## config.mk

```make
export PLATFORM = sky130hd
export DESIGN_NAME = irq_entry_seq
export DESIGN_NICKNAME = d
export VERILOG_FILES = /design/src/rtl/irq_entry_pkg.sv /design/src/rtl/irq_vec_bank.sv /design/src/rtl/irq_psw_mask.sv /design/src/rtl/irq_entry_fsm.sv /design/src/rtl/irq_entry_seq.sv
export SDC_FILE = /design/constraint.sdc
export NUM_CORES = 1
export LEC_CHECK = 0
export BUFFER_PORTS_ARGS = -buffer_cell sky130_fd_sc_hd__buf_2
export CAP_MARGIN = 30
export CORE_ASPECT_RATIO = 0.8
export CORE_UTILIZATION = 53
export DETAILED_ROUTE_END_ITERATION = 6
export PLACE_DENSITY = 0.79
export SLEW_MARGIN = 20
export SYNTH_ARGS = -nofsm -noshare
export SYNTH_HDL_FRONTEND = slang
export SYNTH_HIERARCHICAL = 1
export SYNTH_SLANG_ARGS = --single-unit
```

## constraint.sdc

```tcl
create_clock -name clk -period 5.05 [get_ports clk]
set_clock_uncertainty 0.2 [all_clocks]
set_input_delay 1.01 -clock clk [delete_from_list [all_inputs] [get_ports clk]]
set_output_delay 1.01 -clock clk [all_outputs]
set_load 0.01 [all_outputs]
```

## src/rtl/irq_entry_pkg.sv

```systemverilog
package irq_entry_pkg;

   typedef enum logic [2:0] {
      ST_IDLE     = 3'd0,
      ST_PUSH_PC  = 3'd1,
      ST_PUSH_PSW = 3'd2,
      ST_SET_PSW  = 3'd3,
      ST_DROP_SP  = 3'd4,
      ST_JUMP     = 3'd5
   } seq_state_t;

   localparam int unsigned WORD_BYTES = 4;

endpackage

```

## src/rtl/irq_vec_bank.sv

```systemverilog
module irq_vec_bank #(
   parameter int unsigned XLEN    = 32,
   parameter int unsigned NUM_VEC = 8,
   parameter int unsigned IDX_W   = (NUM_VEC > 1) ? $clog2(NUM_VEC) : 1
) (
   input  logic             clk,
   input  logic             rst_n,
   input  logic             wr_en,
   input  logic [IDX_W-1:0] wr_idx,
   input  logic [XLEN-1:0]  wr_data,
   input  logic [IDX_W-1:0] rd_idx,
   output logic [XLEN-1:0]  rd_data
);

   generate
      if (NUM_VEC < 1 || NUM_VEC > 256) begin : g_bad_depth
         $error("irq_vec_bank: NUM_VEC out of range");
      end
      if ((1 << IDX_W) < NUM_VEC) begin : g_bad_idx
         $error("irq_vec_bank: IDX_W too narrow");
      end
   endgenerate

   logic [XLEN-1:0] regs_q [NUM_VEC];

   always_ff @(posedge clk or negedge rst_n) begin
      if (!rst_n) begin
         for (int i = 0; i < NUM_VEC; i++) regs_q[i] <= '0;
      end else if (wr_en) begin
         for (int i = 0; i < NUM_VEC; i++) begin
            if (32'(wr_idx) == i) regs_q[i] <= wr_data;
         end
      end
   end

   always_comb begin
      rd_data = '0;
      for (int i = 0; i < NUM_VEC; i++) begin
         if (32'(rd_idx) == i) rd_data = regs_q[i];
      end
   end

endmodule

```

## src/rtl/irq_psw_mask.sv

```systemverilog
module irq_psw_mask #(
   parameter int unsigned PSW_W       = 32,
   parameter int unsigned LVL_W       = 3,
   parameter int unsigned IM_LO       = 8,
   parameter int unsigned IE_BIT      = 11,
   parameter bit          NMI_KEEP_IM = 1'b1
) (
   input  logic [PSW_W-1:0] psw_i,
   input  logic [LVL_W-1:0] lvl_i,
   input  logic             nmi_i,
   output logic [PSW_W-1:0] psw_o
);

   localparam int unsigned IM_HI = IM_LO + LVL_W - 1;

   generate
      if (IM_HI >= PSW_W || IE_BIT >= PSW_W) begin : g_bad_fields
         $error("irq_psw_mask: field outside status word");
      end
      if (IE_BIT >= IM_LO && IE_BIT <= IM_HI) begin : g_bad_overlap
         $error("irq_psw_mask: enable bit overlaps mask field");
      end
   endgenerate

   logic [PSW_W-1:0] with_lvl;

   always_comb begin
      with_lvl = psw_i;
      with_lvl[IM_HI:IM_LO] = lvl_i;
      with_lvl[IE_BIT] = 1'b0;
   end

   generate
      if (NMI_KEEP_IM) begin : g_nmi_keep
         logic [PSW_W-1:0] keep_mask;
         always_comb begin
            keep_mask = psw_i;
            keep_mask[IE_BIT] = 1'b0;
         end
         assign psw_o = nmi_i ? keep_mask : with_lvl;
      end else begin : g_nmi_load
         logic unused_nmi;
         assign unused_nmi = nmi_i;
         assign psw_o = with_lvl;
      end
   endgenerate

endmodule

```

## src/rtl/irq_entry_fsm.sv

```systemverilog
module irq_entry_fsm
   import irq_entry_pkg::*;
#(
   parameter int unsigned XLEN   = 32,
   parameter int unsigned PSW_W  = 32,
   parameter int unsigned LVL_W  = 3,
   parameter int unsigned IDX_W  = 3,
   parameter int unsigned IE_BIT = 11
) (
   input  logic             clk,
   input  logic             rst_n,
   input  logic             irq_req,
   input  logic [LVL_W-1:0] irq_lvl,
   input  logic [IDX_W-1:0] irq_vec,
   input  logic             irq_nmi,
   input  logic [XLEN-1:0]  pc_in,
   input  logic [XLEN-1:0]  sp_in,
   input  logic [PSW_W-1:0] psw_in,
   input  logic             mw_ack,
   input  logic [PSW_W-1:0] psw_new,
   input  logic [XLEN-1:0]  vec_target,
   output logic             busy,
   output logic             mw_req,
   output logic [XLEN-1:0]  mw_addr,
   output logic [XLEN-1:0]  mw_data,
   output logic             psw_we,
   output logic [PSW_W-1:0] psw_out,
   output logic             sp_we,
   output logic [XLEN-1:0]  sp_out,
   output logic             pc_we,
   output logic [XLEN-1:0]  pc_out,
   output logic [PSW_W-1:0] psw_cap,
   output logic [LVL_W-1:0] lvl_cap,
   output logic             nmi_cap,
   output logic [IDX_W-1:0] vec_cap
);

   localparam logic [XLEN-1:0] OFS_PC  = XLEN'(WORD_BYTES);
   localparam logic [XLEN-1:0] OFS_PSW = XLEN'(2 * WORD_BYTES);

   generate
      if (PSW_W > XLEN) begin : g_bad_psw
         $error("irq_entry_fsm: status word wider than memory word");
      end
   endgenerate

   seq_state_t       state_q, state_d;
   logic [XLEN-1:0]  pc_q, sp_q;

   always_comb begin
      state_d = state_q;
      unique case (state_q)
         ST_IDLE:     if (irq_req) state_d = ST_PUSH_PC;
         ST_PUSH_PC:  if (mw_ack)  state_d = ST_PUSH_PSW;
         ST_PUSH_PSW: if (mw_ack)  state_d = ST_SET_PSW;
         ST_SET_PSW:  state_d = ST_DROP_SP;
         ST_DROP_SP:  state_d = ST_JUMP;
         ST_JUMP:     state_d = ST_IDLE;
         default:     state_d = ST_IDLE;
      endcase
   end

   always_ff @(posedge clk or negedge rst_n) begin
      if (!rst_n) begin
         state_q <= ST_IDLE;
         pc_q    <= '0;
         sp_q    <= '0;
         psw_cap <= '0;
         lvl_cap <= '0;
         nmi_cap <= 1'b0;
         vec_cap <= '0;
      end else begin
         state_q <= state_d;
         if (state_q == ST_IDLE && irq_req) begin
            pc_q    <= pc_in;
            sp_q    <= sp_in;
            psw_cap <= psw_in;
            lvl_cap <= irq_lvl;
            nmi_cap <= irq_nmi;
            vec_cap <= irq_vec;
         end
      end
   end

   assign busy    = (state_q != ST_IDLE);
   assign mw_req  = (state_q == ST_PUSH_PC) || (state_q == ST_PUSH_PSW);
   assign mw_addr = (state_q == ST_PUSH_PSW) ? (sp_q - OFS_PSW) : (sp_q - OFS_PC);
   assign mw_data = (state_q == ST_PUSH_PSW) ? XLEN'(psw_cap) : pc_q;
   assign psw_we  = (state_q == ST_SET_PSW);
   assign psw_out = psw_new;
   assign sp_we   = (state_q == ST_DROP_SP);
   assign sp_out  = sp_q - OFS_PSW;
   assign pc_we   = (state_q == ST_JUMP);
   assign pc_out  = vec_target;


   req_hold_chk: assert property (@(posedge clk) disable iff (!rst_n)
      (mw_req && !mw_ack) |=> (mw_req && $stable(mw_addr) && $stable(mw_data)));


   one_action_chk: assert property (@(posedge clk) disable iff (!rst_n)
      $onehot0({mw_req, psw_we, sp_we, pc_we}));


   psw_then_sp_chk: assert property (@(posedge clk) disable iff (!rst_n)
      psw_we |=> sp_we);


   sp_then_pc_chk: assert property (@(posedge clk) disable iff (!rst_n)
      sp_we |=> pc_we);


   busy_drop_chk: assert property (@(posedge clk) disable iff (!rst_n)
      pc_we |=> !busy);


   act_busy_chk: assert property (@(posedge clk) disable iff (!rst_n)
      (mw_req || psw_we || sp_we || pc_we) |-> busy);


   ie_clear_chk: assert property (@(posedge clk) disable iff (!rst_n)
      psw_we |-> !psw_out[IE_BIT]);


   busy_ignore_chk: assert property (@(posedge clk) disable iff (!rst_n)
      (busy && !pc_we) |=> ($stable(psw_cap) && $stable(vec_cap) && busy));

endmodule

```

## src/rtl/irq_entry_seq.sv

```systemverilog
module irq_entry_seq #(
   parameter int unsigned XLEN        = 32,
   parameter int unsigned PSW_W       = 32,
   parameter int unsigned LVL_W       = 3,
   parameter int unsigned NUM_VEC     = 8,
   parameter int unsigned IM_LO       = 8,
   parameter int unsigned IE_BIT      = 11,
   parameter bit          NMI_KEEP_IM = 1'b1,
   localparam int unsigned IDX_W      = (NUM_VEC > 1) ? $clog2(NUM_VEC) : 1
) (
   input  logic             clk,
   input  logic             rst_n,
   input  logic             irq_req,
   input  logic [LVL_W-1:0] irq_lvl,
   input  logic [IDX_W-1:0] irq_vec,
   input  logic             irq_nmi,
   output logic             busy,
   input  logic [XLEN-1:0]  pc_in,
   input  logic [XLEN-1:0]  sp_in,
   input  logic [PSW_W-1:0] psw_in,
   output logic             mw_req,
   output logic [XLEN-1:0]  mw_addr,
   output logic [XLEN-1:0]  mw_data,
   input  logic             mw_ack,
   output logic             psw_we,
   output logic [PSW_W-1:0] psw_out,
   output logic             sp_we,
   output logic [XLEN-1:0]  sp_out,
   output logic             pc_we,
   output logic [XLEN-1:0]  pc_out,
   input  logic             vb_we,
   input  logic [IDX_W-1:0] vb_idx,
   input  logic [XLEN-1:0]  vb_wdata
);

   logic [PSW_W-1:0] psw_cap, psw_new;
   logic [LVL_W-1:0] lvl_cap;
   logic             nmi_cap;
   logic [IDX_W-1:0] vec_cap;
   logic [XLEN-1:0]  vec_target;

   irq_vec_bank #(
      .XLEN    (XLEN),
      .NUM_VEC (NUM_VEC),
      .IDX_W   (IDX_W)
   ) u_bank (
      .clk     (clk),
      .rst_n   (rst_n),
      .wr_en   (vb_we),
      .wr_idx  (vb_idx),
      .wr_data (vb_wdata),
      .rd_idx  (vec_cap),
      .rd_data (vec_target)
   );

   irq_psw_mask #(
      .PSW_W       (PSW_W),
      .LVL_W       (LVL_W),
      .IM_LO       (IM_LO),
      .IE_BIT      (IE_BIT),
      .NMI_KEEP_IM (NMI_KEEP_IM)
   ) u_mask (
      .psw_i (psw_cap),
      .lvl_i (lvl_cap),
      .nmi_i (nmi_cap),
      .psw_o (psw_new)
   );

   irq_entry_fsm #(
      .XLEN   (XLEN),
      .PSW_W  (PSW_W),
      .LVL_W  (LVL_W),
      .IDX_W  (IDX_W),
      .IE_BIT (IE_BIT)
   ) u_fsm (
      .clk        (clk),
      .rst_n      (rst_n),
      .irq_req    (irq_req),
      .irq_lvl    (irq_lvl),
      .irq_vec    (irq_vec),
      .irq_nmi    (irq_nmi),
      .pc_in      (pc_in),
      .sp_in      (sp_in),
      .psw_in     (psw_in),
      .mw_ack     (mw_ack),
      .psw_new    (psw_new),
      .vec_target (vec_target),
      .busy       (busy),
      .mw_req     (mw_req),
      .mw_addr    (mw_addr),
      .mw_data    (mw_data),
      .psw_we     (psw_we),
      .psw_out    (psw_out),
      .sp_we      (sp_we),
      .sp_out     (sp_out),
      .pc_we      (pc_we),
      .pc_out     (pc_out),
      .psw_cap    (psw_cap),
      .lvl_cap    (lvl_cap),
      .nmi_cap    (nmi_cap),
      .vec_cap    (vec_cap)
   );

endmodule

```

# == Yosys cells after proc, flatten, opt, wreduce, memory -nomap -nowiden ==
# Index checks and enable logic that the tools add are counted.
# totals
regBits,362
out_inout_bits,165
wordCells,69
# classes
addsub,2
n_eq_ne,22
n_mux,15
n_reduce_logical,15
# op_table
cell,count
$mux W32,10
$sub A32 B3 Y32 const B,1
$sub A32 B4 Y32 const B,1
$eq A3 B3 Y1 const B,10
$eq A3 B2 Y1 const B,6
$reduce_and A2 Y1,8
$pmux W3 S5,1
$mux W11,1
$eq A3 B1 Y1 const B,3
$logic_not A3 Y1,3
$mux W3,3
$ne A2 B2 Y1 const B,3
$reduce_and A3 Y1,1
$reduce_bool A3 Y1,1
$logic_and A1 B1 Y1,1
$logic_or A1 B1 Y1,1

# == Depth between registers and ports, before layout ==
# Gate-level depths: netlist of run 1.
# logic_depth
word_depth,9
ltp_mapped,8
depth_no_buf,6

# == Modules after synthesis ==
# The synthesis of run 1 kept the hierarchy.
# by_module_without_submodules
module,instances,cells_per_inst,area_each_um2
irq_vec_bank,1,928,12191.7
irq_entry_fsm,1,594,6122.1
irq_psw_mask,1,33,255.2

# == Worst setup path after synthesis of run 1 ==
# OpenSTA, ideal clock, no wires.
# synth_path
path_type,register to output
start,reg u_fsm.sp_q[3]
end,out mw_addr[23]
arrival_time_ps,2282
required_time_ps,3840
path_slack_ps,1558
stages_incl_launch_ff,8
n_path_buf,1
path_cell_list,dfrtp_1 > inv_1 > ha_1 > or4b_4 > nor4b_4 > buf_6 > nand3_1 > xnor2_1
# synth_between
elab_chain_len,2
elab_cells_between_ends,3
# synth_rtl
element,line,source
start: declaration,irq_entry_fsm.sv:48,"logic [XLEN-1:0] pc_q, sp_q;"
start signal: assignment,irq_entry_fsm.sv:76,sp_q <= sp_in;
$sub A32 B3 Y32 or $sub A32 B4 Y32 (tied branches),irq_entry_fsm.sv:87,assign mw_addr = (state_q == ST_PUSH_PSW) ? (sp_q - OFS_PSW) : (sp_q - OFS_PC);
$mux W32 *,irq_entry_fsm.sv:87,
end: declaration,irq_entry_seq.sv:22,"output logic [XLEN-1:0] mw_addr,"
# Every way passes the cells marked *; elsewhere a longest branch is shown, timed or not.

# == Final worst setup path of run 1 ==
# layout_path
start,reg u_fsm.sp_q[3]
end,out mw_addr[21]
# The elaborated chain is that of the path after synthesis.

==> results of run 1 <==
-- routing by layer --
metal	share of wire	GRT usage	vias up
met5	0.00025	0	-
met1	0.44	0.350	6406
met2	0.48	0.412	381
met4	0.023	0.0721	2
li1	-	-	5719
met3	0.052	0.0376	86
-- report_power, final --
part	internal, uW	switching [uW]	total [uW]
registers	3800	919	4720
clock network	1850	1160	3010
logic	2540	2810	5340
-- kinds of logic after synthesis --
kind of cell,after synthesis
buf+inv,215
other cells,1
flops,362
simple gates,316
compound gates,179
fa+ha+maj,3
xor+xnor,54
mux,425
-- how the worst max path moves through the flow --
stage	cells past startpoint	slack, ns	to
final	7	0.45	mw_addr[21]
after global routing	7	0.26	mw_addr[29]
after CTS	7	0.49	mw_addr[21]
after detailed placement	7	1.07	mw_addr[21]
after global placement	7	1.21	mw_addr[29]
after floorplan	7	1.56	mw_addr[23]
-- stage by stage --
step                 util  hold slack, ns  setup slack (ns)  power, uW
detailed placement  0.574           0.275              1.07      10100
global placement    0.574           0.267              1.21       9900
global route        0.615           0.304             0.256      13800
CTS                 0.614           0.287             0.486      13100
floorplan               -           0.258              1.56       8900
finish              0.615           0.264             0.450      13100
-- state kept, by name, indices dropped and copies added (netlist names) --
name,count
u_fsm/state_q,3
u_fsm/pc_q,32
u_fsm/nmi_cap,1
u_fsm/psw_cap,32
u_fsm/sp_q,32
u_fsm/vec_cap,3
u_fsm/lvl_cap,3
u_bank/regs_q,256
-- final cells by class --
class                      count  area, sq um  area share
clock inverter                13          235      0.0112
inverter                       6         22.5     0.00107
tap                          465          582      0.0278
clock buffer                  54         1110      0.0531
timing repair buffer         332         1800      0.0858
sequential                   362         9070       0.433
multi-input combinational    978         8140       0.388
antenna                        1         2.50    0.000119
-- cells in the final DEF (no fill, tap or decap), types with 4 or more instances in the layout --
master | Yosys | layout
bufinv_16 | 0 | 6
a221oi_2 | 20 | 20
a211oi_1 | 4 | 4
o21ai_0 | 29 | 29
nand4_1 | 8 | 8
buf_2 | 53 | 305
mux2i_1 | 64 | 64
a21oi_1 | 53 | 53
clkbuf_8 | 0 | 6
nand3b_1 | 4 | 4
nand2_1 | 183 | 183
clkbuf_1 | 24 | 8
or2_2 | 26 | 26
nor4_1 | 8 | 8
a221oi_1 | 4 | 4
mux2_1 | 19 | 19
o31a_1 | 24 | 24
mux2_2 | 342 | 342
a22oi_1 | 24 | 24
o211ai_1 | 16 | 16
xor2_1 | 28 | 28
clkbuf_16 | 0 | 40
inv_1 | 6 | 6
dfrtp_1 | 362 | 359
nand4b_1 | 5 | 5
xnor2_1 | 26 | 26
nand3_1 | 13 | 13
buf_4 | 110 | 21
nor2_1 | 32 | 31
nor3_1 | 12 | 12
==> metrics, run 1 <==
I/O Buffers=306; worst r2r src=u_fsm/state_q[0]; CP arrival=3.39 ns; CTS Hold Bufs=0; CTS tree=done; Synth Area per Inst=11.9 sq um; placed cell area=19600 sq um; largest net degree at the start of global routing=103; number of flops mapped to enable cells by yosys=0; final-report setup violation count=0; FF-to-FF End=u_fsm/psw_cap[26]; worst skew pair latency=0.53 ns; cell area after synthesis=18600 sq um; Worst Path Required=3.84 ns; Synth top cells by count=dfrtp_1, mux2_2, nand2_1, buf_4, mux2i_1; TNS Setup=0 ns; via count=12600; number of DRC markers in iteration 0=1064; register clock-pin slew on the reported worst setup and hold paths=0.06 ns; part of the cycle the worst path needs=0.911; I/O Pins=308; Num CTS Buffers=39; max_slew headroom=0.327; antenna violations before repair=2; Ys Warns=6; crit-path cells=inv_1, ha_1, or4b_4, nor4b_4, nand4_1, xnor2_1, buf_2; Worst Setup End Kind=output port; HP Class=input pin to asynchronous set/reset pin; FF-to-FF path depth=4; routed wire length=44.8 mm; syn_nets=1701; FILL cells=2713; fin nets=1865; slowest CP cell=nor4b_4; post-synthesis sequential area ratio=0.488; post-route ant nets=0; root buffer cell=clkbuf_16; critical-path maximum fanout=18; Die Y=169 um; minimum clock period=4.60 ns; asr flop ratio synth=1.00; CP top delay family=simple AND/OR/NAND/NOR gates; post-detail-place hpwl=28.8 mm; simple-gate share of the synthesized area=0.0826; post-synthesis compound-gate area fraction=0.0731; post-synthesis adder-cell area fraction=0.00202; status=completed; Fmax=217 MHz; Die ar.=35800 sq um; H-tree levels=2; leading area contributor after synthesis=dfrtp_1; Worst-Margin Slew=1.01 ns; drt drc=0; Fin. Hold Viols=0; Synth top area share=0.488; Pleak=0.00943 uW; Seq cells post-synth=362; Die W=211 um; XOR/XNOR share of the synthesized area=0.0255; Layout Cells excl Fill=2211; R2R Setup Slk=2.52 ns; WP buf/inv=2; WS Path Type=flip-flop to output port; mux contribution to synthesized area=0.253; Design Area, Final=21000 sq um; vias per inst=5.70; Netlist cell types=54; CP startpoint kind=flip-flop; Max VDD drop=425 uV; Clock Path Buffers=3; row count=60; dpl cells=2142; Area Growth Syn to Fin=12.9%; most numerous cell in the Yosys netlist=dfrtp_1; max_cap viols=0; CP startpoint=u_fsm/sp_q[3]; PostCTS Resize Cnt=0; pwr dens=624 nW/um^2; largest family of logic cells by synthesized area=multiplexers; GP Congestion=0.989; Primary FF master, synth=dfrtp_1; Final Max Slew Viols=0; share of cells above drive strength 1=0.458; first-pass GRT wire length=71.5 mm; CP max stage delay=0.86 ns; post-DR wirelength/cell=20.3 um; top cells by area, synth=dfrtp_1, mux2_2, buf_4, nand2_1, mux2i_1; vias in the first global route=12800; cells after synthesis=1555; floorplan core area=34100 sq um; RSZ-0062 raised after global routing=false; Tot GR Track Use=0.252; initial core utilization=0.545; Clock Sinks=362; first-pass iteration count of the detailed router=5; Setup Buffers After CTS=0; remaining global-route overflow=0
Note: power is estimated with default switching activity, not from simulation.
==> run 2, diff against run 1 <==
CORE_ASPECT_RATIO = 1.1   (was 0.8)
SYNTH_HIERARCHICAL = unset   (was 1)
==> metrics, run 2 <==
top cells by area, synth=dfrtp_1, mux2_2, mux2_1, xor2_1, clkbuf_1; minimum clock period=4.58 ns; cells after synthesis=1392; status=completed; Worst Setup End Kind=output port; number of DRC markers in iteration 0=855; antenna violations before repair=9; Fmax=218 MHz; asr flop ratio synth=1.00; slowest CP cell=nand3_1; max_slew headroom=0.464; most frequent CP cell=nor4b_1; Worst-Margin Slew=0.800 ns; Pleak=0.00916 uW; post-route ant nets=0; CP startpoint kind=flip-flop; Netlist cell types=49; most common cell after layout, fill and taps aside=mux2_2; CTS tree=done; Num CTS Buffers=38; CTS Hold Bufs=0; Tot GR Track Use=0.266; post-synthesis adder-cell area fraction=0.00213; Clock Sinks=362; GP Congestion=0.924; drt drc=0; final-report setup violation count=0; CP arrival=3.37 ns; XOR/XNOR share of the synthesized area=0.0264; part of the cycle the worst path needs=0.907; Max VDD drop=286 uV; floorplan core area=32500 sq um; Synth top cells by count=mux2_2, dfrtp_1, clkbuf_1, nor2_1, nand2_1; post-DR wirelength/cell=21.7 um; total power=12600 uW; routed wire length=45.4 mm; mux contribution to synthesized area=0.278; vias per inst=5.85; Reg with most FFs=u_bank.regs_q; first-pass iteration count of the detailed router=5; RSZ-0062 raised after global routing=false; FF-to-FF path depth=4; Setup Buffers After CTS=0; Worst Path Required=3.84 ns; pwr dens=611 nW/um^2; Primary FF master, synth=dfrtp_1; worst skew pair latency=0.52 ns; max_cap viols=0; share of cells above drive strength 1=0.498; Seq cells post-synth=362; post-synthesis compound-gate area fraction=0.0597; Die Y=193 um; I/O Pins=308; H-tree levels=2; Ys Warns=0; row count=69; post-detail-place hpwl=30.1 mm; Die W=176 um; root buffer cell=clkbuf_16; TNS Setup=0 ns; worst r2r src=u_fsm.state_q[2]; WS Path Type=flip-flop to output port; simple-gate share of the synthesized area=0.0783; most frequent cells in the layout=mux2_2, dfrtp_1, buf_2; PostCTS Resize Cnt=0; vias in the first global route=12500; I/O Buffers=306; CP startpoint=u_fsm.sp_q[3]; critical-path maximum fanout=14; via count=12200; number of flip-flops in the largest register=256; syn_nets=1538; most numerous cell in the Yosys netlist=mux2_2; Synth top area share=0.515; crit-path cells=inv_1, ha_1, nor4b_1, nand3_1, nor4b_1, xor2_1, buf_2; number of flops mapped to enable cells by yosys=0; largest family of logic cells by synthesized area=multiplexers; Synth Area per Inst=12.6 sq um; post-synthesis sequential area ratio=0.515; largest net degree at the start of global routing=134; remaining global-route overflow=0; first-pass GRT wire length=70.0 mm; leading area contributor after synthesis=dfrtp_1; Clock Path Buffers=3; Layout Utilization=0.633; Fin. Hold Viols=0; Die ar.=33900 sq um; cell area after synthesis=17600 sq um; register clock-pin slew on the reported worst setup and hold paths=0.06 ns; Area Growth Syn to Fin=16.8%; HP Class=input pin to asynchronous set/reset pin; initial core utilization=0.542; FILL cells=2522; CP max stage delay=0.63 ns; fin nets=1777; Final Max Slew Viols=0
==> run 2: changes by cell type after synthesis, moves of 33 or more <==
cell | before | now
buf_2 | 53 | 20
buf_4 | 110 | 34
clkbuf_1 | 24 | 75
mux2_2 | 342 | 384
mux2i_1 | 64 | 10
nand2_1 | 183 | 46
==> run 2: path summary, 6_finish.rpt <==
kind                                endpoint  slack [ns]
max in group asynchronous   u_fsm.vec_cap[2]        3.25
max                              mw_addr[23]        0.47
min in group clk              u_fsm.pc_q[14]        0.28
max reg2reg                 u_fsm.psw_cap[7]        2.63
min reg2reg                   u_fsm.pc_q[14]        0.28
min                        u_bank.regs_q[43]        0.24
==> run 2: cell families (layout without fill, tap and decap cells) <==
| logic type | Yosys count | after routing |
|---|---|---|
| AO/OA/AOI/OAI | 158 | 158 |
| XOR/XNOR | 53 | 53 |
| adder cells (fa/ha/maj) | 3 | 3 |
| buffers and inverters | 145 | 410 |
| flip-flops | 362 | 362 |
| multiplexers | 432 | 432 |
| other | 1 | 9 |
| AND/OR/NAND/NOR | 238 | 238 |
==> run 2: cell type report <==
| type | instances | area (sq um) | share of cell area |
|---|---|---|---|
| multi-input cells | 885 | 7870 | 0.383 |
| well taps | 426 | 533 | 0.0259 |
| flip-flops and latches | 362 | 9060 | 0.441 |
| clock inverters | 7 | 66.3 | 0.00323 |
| clock buffers | 59 | 1150 | 0.0560 |
| repair buffers | 335 | 1820 | 0.0886 |
| inverters | 9 | 33.8 | 0.00164 |
| diodes | 8 | 20.0 | 0.000974 |
==> run 2: critical path: cells and delay by family, from the launching register on <==
| family | cells | cell delay, ns |
|---|---|---|
| DFF | 1 | 0.42 |
| buffers and inverters | 2 | 0.29 |
| xor gates and xnor gates | 1 | 0.17 |
| and+or+nand+nor | 3 | 1.67 |
| adders and majority gates | 1 | 0.29 |
==> run 2: power breakdown <==
part           switching [uW]  total, uW  internal [uW]
Combinational            2740       5260           2520
Sequential                780       4570           3790
Clock                    1120       2730           1610
==> run 2: per-layer routing <==
metal	GRT usage	part of all wire	up-vias
li1	-	-	5450
met1	0.328	0.40	6290
met2	0.457	0.50	394
met3	0.0624	0.071	95
met4	0.0990	0.029	4
met5	0	0.00051	-
==> run 2: metrics by stage <==
stage / cell area (sq um) / hold slack, ns / worst slack (ns) / cells
final: 20600 / 0.244 / 0.468 / 2091
after global routing: 20500 / 0.264 / 0.294 / 2087
after CTS: 20500 / 0.284 / 0.484 / 2082
after detailed placement: 19300 / 0.272 / 1.05 / 2016
after global placement: 19300 / 0.264 / 1.15 / 2015
after floorplan: 17600 / 0.254 / 1.58 / 1392
